File: config.mk
export PLATFORM = sky130hd
export DESIGN_NAME = wi_flag_table
export DESIGN_NICKNAME = d
export VERILOG_FILES = /design/src/rtl/wift_pkg.sv /design/src/rtl/wift_lookup.sv /design/src/rtl/wift_lru.sv /design/src/rtl/wift_victim.sv /design/src/rtl/wi_flag_table.sv
export SDC_FILE = /design/constraint.sdc
export NUM_CORES = 1
export LEC_CHECK = 0
export BUFFER_PORTS_ARGS = -buffer_cell sky130_fd_sc_hd__clkbuf_2
export CAP_MARGIN = 20
export CORE_UTILIZATION = 45
export CTS_CLUSTER_SIZE = 8
export DETAILED_ROUTE_END_ITERATION = 16
export HOLD_SLACK_MARGIN = 0.12
export MAX_ROUTING_LAYER = met4
export PLACE_DENSITY = 0.62
export SYNTH_ARGS = -nofsm -noshare
export SYNTH_HDL_FRONTEND = slang
export SYNTH_SLANG_ARGS = --single-unit
File: constraint.sdc
create_clock -name clk -period 3.3 [get_ports clk]
set_input_delay 0.165 -clock clk [delete_from_list [all_inputs] [get_ports clk]]
set_output_delay 0.165 -clock clk [all_outputs]
set_load 0.02 [all_outputs]
File: src/rtl/wift_pkg.sv
// Package: shared helpers for the write-intensity classifier table.
// Assumes: nothing beyond IEEE 1800-2017.
package wift_pkg;

    // Result of a write judged against one entry's history flags.
    typedef struct packed {
        logic wi_next;   // active flag after the decision
    } wift_decision_t;

    // Decide the next active flag of a hit entry from its (aged) flags.
    function automatic wift_decision_t wift_decide(
        input logic old_ref,
        input logic cur_ref,
        input logic wr_int
    );
        wift_decision_t d;
        if (cur_ref && !wr_int)
            d.wi_next = 1'b1;          // second write within this period
        else if (wr_int && !old_ref)
            d.wi_next = 1'b0;          // quiet during the previous period
        else
            d.wi_next = wr_int;
        return d;
    endfunction

endpackage

File: src/rtl/wift_lookup.sv
// Module: wift_lookup
// Fully associative tag match. Reports whether the key matches any valid
// entry and the index of the lowest matching one.
// Assumes: at most one valid entry carries a given tag (the owner ensures it).
module wift_lookup #(
    parameter int TAG_W = 24,
    parameter int DEPTH = 4,
    localparam int IDX_W = $clog2(DEPTH)
) (
    input  logic [DEPTH-1:0][TAG_W-1:0] tags,
    input  logic [DEPTH-1:0]            valid,
    input  logic [TAG_W-1:0]            key,
    output logic                        hit,
    output logic [IDX_W-1:0]            hit_idx
);

    logic [DEPTH-1:0] match;

    // Per-entry comparator.
    for (genvar i = 0; i < DEPTH; i++) begin : g_cmp
        assign match[i] = valid[i] && (tags[i] == key);
    end

    // Encode the matching index; the lowest index wins.
    always_comb begin
        hit_idx = '0;
        for (int i = DEPTH - 1; i >= 0; i--) begin
            if (match[i]) hit_idx = IDX_W'(i);
        end
    end

    assign hit = |match;

endmodule

File: src/rtl/wift_lru.sv
// Module: wift_lru
// Recency ranks for the table entries: 0 = most recent, DEPTH-1 = least.
// A touch makes the entry rank 0 and ages every valid entry that was more
// recent than it. An install is treated as a touch of the oldest rank.
// Assumes: ranks of valid entries are distinct and lie below the count of
// valid entries; the update keeps this invariant.
module wift_lru #(
    parameter int DEPTH = 4,
    localparam int IDX_W = $clog2(DEPTH)
) (
    input  logic                        clk,
    input  logic                        rst_n,
    input  logic                        touch,
    input  logic                        install,
    input  logic [IDX_W-1:0]            touch_idx,
    input  logic [DEPTH-1:0]            valid,
    output logic [DEPTH-1:0][IDX_W-1:0] rank
);

    localparam logic [IDX_W-1:0] OLDEST = IDX_W'(DEPTH - 1);

    logic [IDX_W-1:0] ref_rank;

    // Rank of the touched entry before the update.
    always_comb begin
        ref_rank = install ? OLDEST : rank[touch_idx];
    end

    // Rank update on each touch.
    always_ff @(posedge clk) begin
        if (!rst_n) begin
            rank <= '0;
        end else if (touch) begin
            for (int i = 0; i < DEPTH; i++) begin
                if (IDX_W'(i) == touch_idx)
                    rank[i] <= '0;
                else if (valid[i] && (rank[i] < ref_rank))
                    rank[i] <= rank[i] + 1'b1;
            end
        end
    end

endmodule

File: src/rtl/wift_victim.sv
// Module: wift_victim
// Chooses the slot for a new entry: the lowest empty slot when one exists,
// otherwise the slot holding the oldest recency rank.
// Assumes: with all slots valid, exactly one holds rank DEPTH-1.
module wift_victim #(
    parameter int DEPTH = 4,
    localparam int IDX_W = $clog2(DEPTH)
) (
    input  logic [DEPTH-1:0]            valid,
    input  logic [DEPTH-1:0][IDX_W-1:0] rank,
    output logic                        slot_free,
    output logic [IDX_W-1:0]            slot_idx
);

    logic [IDX_W-1:0] free_idx;
    logic [IDX_W-1:0] old_idx;

    // Lowest empty slot.
    always_comb begin
        slot_free = 1'b0;
        free_idx  = '0;
        for (int i = DEPTH - 1; i >= 0; i--) begin
            if (!valid[i]) begin
                slot_free = 1'b1;
                free_idx  = IDX_W'(i);
            end
        end
    end

    // Slot holding the least recently used rank.
    always_comb begin
        old_idx = '0;
        for (int i = 0; i < DEPTH; i++) begin
            if (rank[i] == IDX_W'(DEPTH - 1)) old_idx = IDX_W'(i);
        end
    end

    assign slot_idx = slot_free ? free_idx : old_idx;

endmodule

File: src/rtl/wi_flag_table.sv
// Module: wi_flag_table
// Classifies each written-back block as write-intensive or inert from a
// two-period reference history kept in a small fully associative table.
// The result and any re-encryption request appear one cycle after the write.
// Assumes: DEPTH >= 2; wb_tag is stable while wb_valid is high; period_tick
// is a single-cycle pulse.
module wi_flag_table #(
    parameter int TAG_W = 24,
    parameter int DEPTH = 4
) (
    input  logic             clk,
    input  logic             rst_n,
    input  logic             wb_valid,
    input  logic [TAG_W-1:0] wb_tag,
    input  logic             period_tick,
    output logic             res_valid,
    output logic             res_active,
    output logic             reenc_valid,
    output logic [TAG_W-1:0] reenc_tag
);
    import wift_pkg::*;

    localparam int IDX_W = $clog2(DEPTH);

    // Entry state.
    logic [DEPTH-1:0][TAG_W-1:0] tag_q;
    logic [DEPTH-1:0]            valid_q;
    logic [DEPTH-1:0]            or_q;
    logic [DEPTH-1:0]            cr_q;
    logic [DEPTH-1:0]            wi_q;

    // Flags after the period shift of this cycle.
    logic [DEPTH-1:0]            or_a;
    logic [DEPTH-1:0]            cr_a;

    logic                        hit;
    logic [IDX_W-1:0]            hit_idx;
    logic                        slot_free;
    logic [IDX_W-1:0]            slot_idx;
    logic [DEPTH-1:0][IDX_W-1:0] rank;
    logic                        wr_hit;
    logic                        wr_fill;
    logic [IDX_W-1:0]            touch_idx;
    wift_decision_t              dec;

    // Period aging as seen by this cycle's write.
    always_comb begin
        or_a = period_tick ? cr_q : or_q;
        cr_a = period_tick ? '0   : cr_q;
    end

    wift_lookup #(.TAG_W(TAG_W), .DEPTH(DEPTH)) u_lookup (
        .tags    (tag_q),
        .valid   (valid_q),
        .key     (wb_tag),
        .hit     (hit),
        .hit_idx (hit_idx)
    );

    wift_victim #(.DEPTH(DEPTH)) u_victim (
        .valid     (valid_q),
        .rank      (rank),
        .slot_free (slot_free),
        .slot_idx  (slot_idx)
    );

    assign wr_hit    = wb_valid && hit;
    assign wr_fill   = wb_valid && !hit;
    assign touch_idx = hit ? hit_idx : slot_idx;

    wift_lru #(.DEPTH(DEPTH)) u_lru (
        .clk       (clk),
        .rst_n     (rst_n),
        .touch     (wb_valid),
        .install   (wr_fill),
        .touch_idx (touch_idx),
        .valid     (valid_q),
        .rank      (rank)
    );

    // Decision for the hit entry, taken on the aged flags.
    always_comb begin
        dec = wift_decide(or_a[hit_idx], cr_a[hit_idx], wi_q[hit_idx]);
    end

    // Entry update: aging for all, then the written entry's own change.
    always_ff @(posedge clk) begin
        if (!rst_n) begin
            tag_q   <= '0;
            valid_q <= '0;
            or_q    <= '0;
            cr_q    <= '0;
            wi_q    <= '0;
        end else begin
            or_q <= or_a;
            cr_q <= cr_a;
            for (int i = 0; i < DEPTH; i++) begin
                if (wr_hit && (hit_idx == IDX_W'(i))) begin
                    cr_q[i] <= 1'b1;
                    wi_q[i] <= dec.wi_next;
                end else if (wr_fill && (slot_idx == IDX_W'(i))) begin
                    tag_q[i]   <= wb_tag;
                    valid_q[i] <= 1'b1;
                    or_q[i]    <= 1'b0;
                    cr_q[i]    <= 1'b1;
                    wi_q[i]    <= 1'b0;
                end
            end
        end
    end

    // Registered result and re-encryption request.
    always_ff @(posedge clk) begin
        if (!rst_n) begin
            res_valid   <= 1'b0;
            res_active  <= 1'b0;
            reenc_valid <= 1'b0;
            reenc_tag   <= '0;
        end else begin
            res_valid   <= wb_valid;
            res_active  <= wr_hit && dec.wi_next;
            reenc_valid <= wr_fill && !slot_free && wi_q[slot_idx];
            reenc_tag   <= tag_q[slot_idx];
        end
    end

endmodule

### Word-level counts from Yosys, hierarchy flattened

Cells that the tools add are included.

| operators by class | value |
|---|---|
| reduce and logical (&&, ||, !) cells | 47 |
| bitwise gates (word level) | 4 |
| $lt $le $gt $ge | 7 |
| mux-type cells | 66 |
| add/sub/neg operators | 4 |
| equal/unequal tests | 16 |

Operators by type and width:

| operator | count |
|---|---|
| $eq 24x24->1 | 4 |
| $bmux 24 s2 | 1 |
| $mux 2 | 22 |
| $mux 1 | 35 |
| $mux 24 | 1 |
| $logic_and 1x1->1 | 23 |
| $reduce_and 2->1 | 8 |
| $reduce_bool 2->1 | 8 |
| $eq 2x2->1 const B | 7 |
| $lt 2x3->1 const B | 3 |
| $add 2x1->2 const B | 4 |
| $bmux 1 s2 | 4 |
| $lt 2x2->1 | 4 |
| $mux 4 | 2 |
| $logic_not 2->1 | 3 |
| $bmux 2 s2 | 1 |
| $eq 2x1->1 const B | 2 |
| $eq 2x2->1 const A | 2 |
| $logic_not 1->1 | 4 |
| $not 1->1 | 4 |
| $reduce_or 4->1 | 1 |
| $eq 1x2->1 const A | 1 |

| storage, ports and cells | value |
|---|---|
| output and inout bits | 27 |
| logic and storage cells | 166 |
| bits in registers | 147 |

### Logic depth before layout (Yosys ltp)

| logic depth | value |
|---|---|
| depth in word-level cells | 14 |
| depth in mapped cells | 15 |
| gate-level depth less buffers | 11 |

### Hierarchy

A second synthesis with hierarchy kept.

| second synthesis, totals | value |
|---|---|
| cells, all modules | 825 |
| area total of the unflattened synthesis | 7294.5 um2 |

By module, submodules not included:

| module | cells each | times used | area an instance (um2) |
|---|---|---|---|
| wi_flag_table | 584 | 1 | 5340.1 |
| wift_lookup | 146 | 1 | 1186.1 |
| wift_lru | 86 | 1 | 693.2 |
| wift_victim | 9 | 1 | 75.1 |

### Worst setup path before layout

No wires, ideal clock.

| path | value |
|---|---|
| path kind | reg-to-reg |
| start point | register tag_q[21] in the netlist's numbering |
| end point | register u_lru.rank[4] in the netlist's numbering |
| required time | 3178 ps |
| stages on the path, launching flop included | 10 |
| arrival | 2911 ps |
| buffers on the path | 0 |
| clock period less this slack | 3033 ps |
| path slack | 267 ps |
| path through | dfxtp_1 > xor2_1 > or4_1 > or4_4 > o2111ai_4 > o41ai_2 > and2_4 > a2111oi_4 > nor2_2 > o311a_1 |

| between the ends | value |
|---|---|
| word-level cells in the longest chain between the ends | 11 |
| elaborated cells between the ends (all ways) | 16 |
| those cells by class | 1 x order compare; 2 x eq/ne; 6 x mux; 7 x reduce/logical |

Ends and longest elaborated chain:

| element | line | RTL |
|---|---|---|
| from (decl) | wi_flag_table.sv:26 | `logic [DEPTH-1:0][TAG_W-1:0] tag_q;` |
| from (signal, indexed assignment) | wi_flag_table.sv:102 | `tag_q[i] <= wb_tag;` |
| $eq 24x24->1 * | wift_lookup.sv:21 | `assign match[i] = valid[i] && (tags[i] == key);` |
| $logic_and 1x1->1 * | wift_lookup.sv:21 |  |
| $reduce_or 4->1 or $mux 2 (tied branches) | wift_lookup.sv:32, wift_lookup.sv:28 |  |
| $mux 2 | wi_flag_table.sv:69 | `assign touch_idx = hit ? hit_idx : slot_idx;` |
| $bmux 2 s2 | wift_lru.sv:26 | `ref_rank = install ? OLDEST : rank[touch_idx];` |
| $mux 2 (not written as such) | wift_lru.sv:26 |  |
| $mux 2 | wift_lru.sv:26 |  |
| $lt 2x2->1 | wift_lru.sv:37 | `else if (valid[i] && (rank[i] < ref_rank))` |
| $logic_and 1x1->1 | wift_lru.sv:37 |  |
| $reduce_bool 2->1 (no line) | -- |  |
| $reduce_and 2->1 (no line) | -- |  |
| to (signal, indexed assignment) | wift_lru.sv:38 | `rank[i] <= rank[i] + 1'b1;` |
| to (decl) | wift_lru.sv:17 | `output logic [DEPTH-1:0][IDX_W-1:0] rank` |

Mark *: on every way between the ends. The rest lies on a longest branch, timed or not. The select of a mux whose other input is x is not followed.
A chain may end at the register's enable or synchronous reset.

### Worst setup path after layout

| path | value |
|---|---|
| start point | register tag_q[14] in the netlist's numbering |
| end point | register u_lru.rank[4] in the netlist's numbering |

The elaborated chain is that of the path after synthesis.

==> impl_metrics.csv <==
group,metric,value,unit
yosys,ys_seq_area_share,38.0,%
finish,mostFrequentLayoutCells,"dfxtp_1, nand2_1, nor2_1, a21oi_1, xnor2_1",
yosys,syn_nets,882,
worst_setup_path,r2r_slack,0.09,ns
placed_design,dp_hpwl,15600,um
route,drcViolationCount,0,
floorplanning,core,16700,sq um
min_path,hold_class,"input port to flop",
power,ir_drop,0.000388,V
floorplanning,num_rows,47,
worst_setup_path,cp-end-kind,"flop",
timing,hold_violations,0,
worst_setup_path,rr_endpoint,"u_lru.rank[4]",
floorplanning,start_util,46.3,%
timing,setup_tns,0,ns
floorplanning,io_pins,55,
route,dr.pass1.iters,5,
route,vias,6474,
yosys,synth_edf_count,0,
worst_setup_path,rr_worst_depth,10,
placed_design,gp_congestion,0.987,
worst_setup_path,path_cells,"xor2_1 -> or4_1 -> or4_4 -> o2111ai_4 -> o41ai_4 -> and2_4 -> a2111oi_4 -> buf_4 -> nor2_2 -> o311a_1",
yosys,ys_ff_latch,147,
timing,worst_pin_slew,0.761,ns
clock_network,clk_latency,0.43,ns
worst_setup_path,crit_arrival,3.52,ns
power,power,4.27,mW
route,wl_per_cell,19.6,um
timing,setup_ws,0.0875,ns
finish,drive_above_1_share,21.8,%
global_route,antenna_found_initial,0,
global_route,grt_max_degree,63,
finish,n_antenna_cell,0,
finish,design_area,9240,sq um
worst_setup_path,reg2reg_from,"tag_q[14]",
global_route,grt_pass1_wl,34900,um
yosys,synth_flop_cell,"dfxtp_1",
placed_design,placed_cells,1106,
finish,final_cells,1156,
yosys,synth.avg_cell_area,9.09,sq um
clock_network,clock_tree.root_cell,"clkbuf_16",
yosys,yosysWarningCount,0,
clock_network,ctsHtreeMaxLevel,4,
worst_setup_path,slowest_delay,0.59,ns
power,p_per_area,462,nW/um^2
placed_design,place_area,8390,sq um
timing,fmax,311,MHz
timing,relSlewSlack,49.3,%
power,power.leakage,3.41,nW
finish,areaGrowthSynthToFinish,19.4,%
clock_network,cts_tree,"done",
route,ant_nets,0,
yosys,yosysUniqueCellTypes,71,
placed_design,port_buffers,54,
worst_setup_path,endpoint,"u_lru.rank[4]",
clock_network,cts.sinks,147,
clock_network,clk_pin_slew,0.06,ns
timing,maxSlewViolCount,0,
timing,setup_viol,0,
run,maxCapViolations,0,
clock_network,clockBufferDepth,2,
floorplanning,die_h,133,um
global_route,grtUsageTotal,27.1,%
placed_design,dp_slack,0.0301,ns
route,dr.first_iter.drc_count,475,
timing,min_period,3.21,ns
route,wl,22600,um
timing,finClkSkew,0.0142,ns
floorplanning,fp.dieW,133,um
global_route,grt_overflow_total,0,
finish,layout.nets,956,
worst_setup_path,critPathSlowestCell,"or4_4",
finish,fin_util,55.3,%
route,viasPerCell,5.60,
worst_setup_path,cp.required,3.61,ns
clock_network,numCtsBuffers,17,
worst_setup_path,critPathKind,"flop to flop",
yosys,async_flop_share,0,%
timing,worst_hold_slack,0.128,ns
floorplanning,dieArea,17700,sq um
yosys,netlist_area,7730,sq um
yosys,synthCells,851,
run_status,status,"completed",
worst_setup_path,critPathLaunchType,"flop",
worst_setup_path,startpoint,"tag_q[14]",
finish,final_common_cell,"dfxtp_1",
global_route,grt_pass1_vias,6056,
timing,fin_crit_sh,97.3,%
worst_setup_path,worst-path-max-fanout,6,
## per-layer routing
layer	vias up	global-route usage (%)	share of wire, %
met5	-	-	0
met4	0	10.3	2.9
met3	44	5.56	5.2
met2	204	41.7	47
met1	3114	35.2	45
li1	3112	-	-
## timing repair
item                                    in CTS  in global routing
hold endpoints to repair                    29                  0
hold buffers                                18                  0
resized for setup                            0                 19
buffers inserted                             0                  2
endpoints found under the setup margin       0                 19
## state kept, by name (all words and copies together), names as in the netlist
signal	flops
cr_q	4
or_q	4
reenc_tag	24
reenc_valid	1
res_active	1
res_valid	1
tag_q	96
u_lru.rank	8
valid_q	4
wi_q	4
## critical path: cells and delay by family, from the launching register on
kind            cells  cell delay [ns]
xor+xnor            1             0.17
flops               1             0.32
simple gates        4             1.40
buf+inv             1             0.20
compound gates      4             1.00
## where the power goes
group / switching (mW) / total (mW) / leakage (nW) / internal (mW)
combinational: 0.344 / 0.592 / 1.96 / 0.248
sequential: 0.0463 / 1.88 / 1.19 / 1.83
clock: 0.753 / 1.79 / 0.258 / 1.04
total: 1.14 / 4.27 / 3.41 / 3.12
## synthesized netlist by cell type (6+ instances only)
cell type | number | share of area (%)
nand2_1 | 122 | 5.9
nor2_1 | 74 | 3.6
nor3_1 | 23 | 1.5
and3_1 | 7 | 0.57
a21oi_1 | 58 | 3.8
nand3_1 | 7 | 0.45
mux4_2 | 26 | 7.6
a211oi_1 | 6 | 0.58
nand4_1 | 22 | 1.8
buf_6 | 7 | 1.0
clkbuf_1 | 32 | 1.6
o21ai_0 | 10 | 0.65
dfxtp_1 | 147 | 38
o32ai_1 | 6 | 0.68
inv_1 | 10 | 0.49
nor4_1 | 13 | 1.1
xnor2_1 | 63 | 7.1
mux2i_1 | 52 | 6.7
xor2_1 | 33 | 3.7
and2_1 | 29 | 2.3
buf_2 | 24 | 1.6
## how the worst min path moves through the flow
stage                     startpoint             to  slack [ns]  cells after the start
after global placement     tag_q[80]      tag_q[80]        0.47                      2
after global routing       wb_tag[8]      tag_q[56]        0.16                      4
after CTS                 wb_tag[11]      tag_q[35]        0.12                      3
after floorplan             wb_valid  u_lru.rank[1]        0.38                      2
final                     wb_tag[11]      tag_q[11]        0.13                      3
after detailed placement   tag_q[95]      tag_q[95]        0.47                      2
## kinds of logic after synthesis
kind of cell / share of synthesized area (%)
AO/OA/AOI/OAI: 10.0
adder cells (fa/ha/maj): 0.615
XOR/XNOR: 10.9
buffers and inverters: 5.13
multiplexers: 14.6
flip-flops: 38.0
AND/OR/NAND/NOR: 20.7
## cell type report
cell class | count | area (sq um)
well taps | 220 | 275
fillers | 1555 | 7460
multi-input cells | 624 | 4550
flip-flops and latches | 147 | 2940
clock buffers | 20 | 447
inverters | 10 | 38.8
clock inverters | 10 | 86.3
repair buffers | 125 | 898
(Power assumes the default switching activity.)
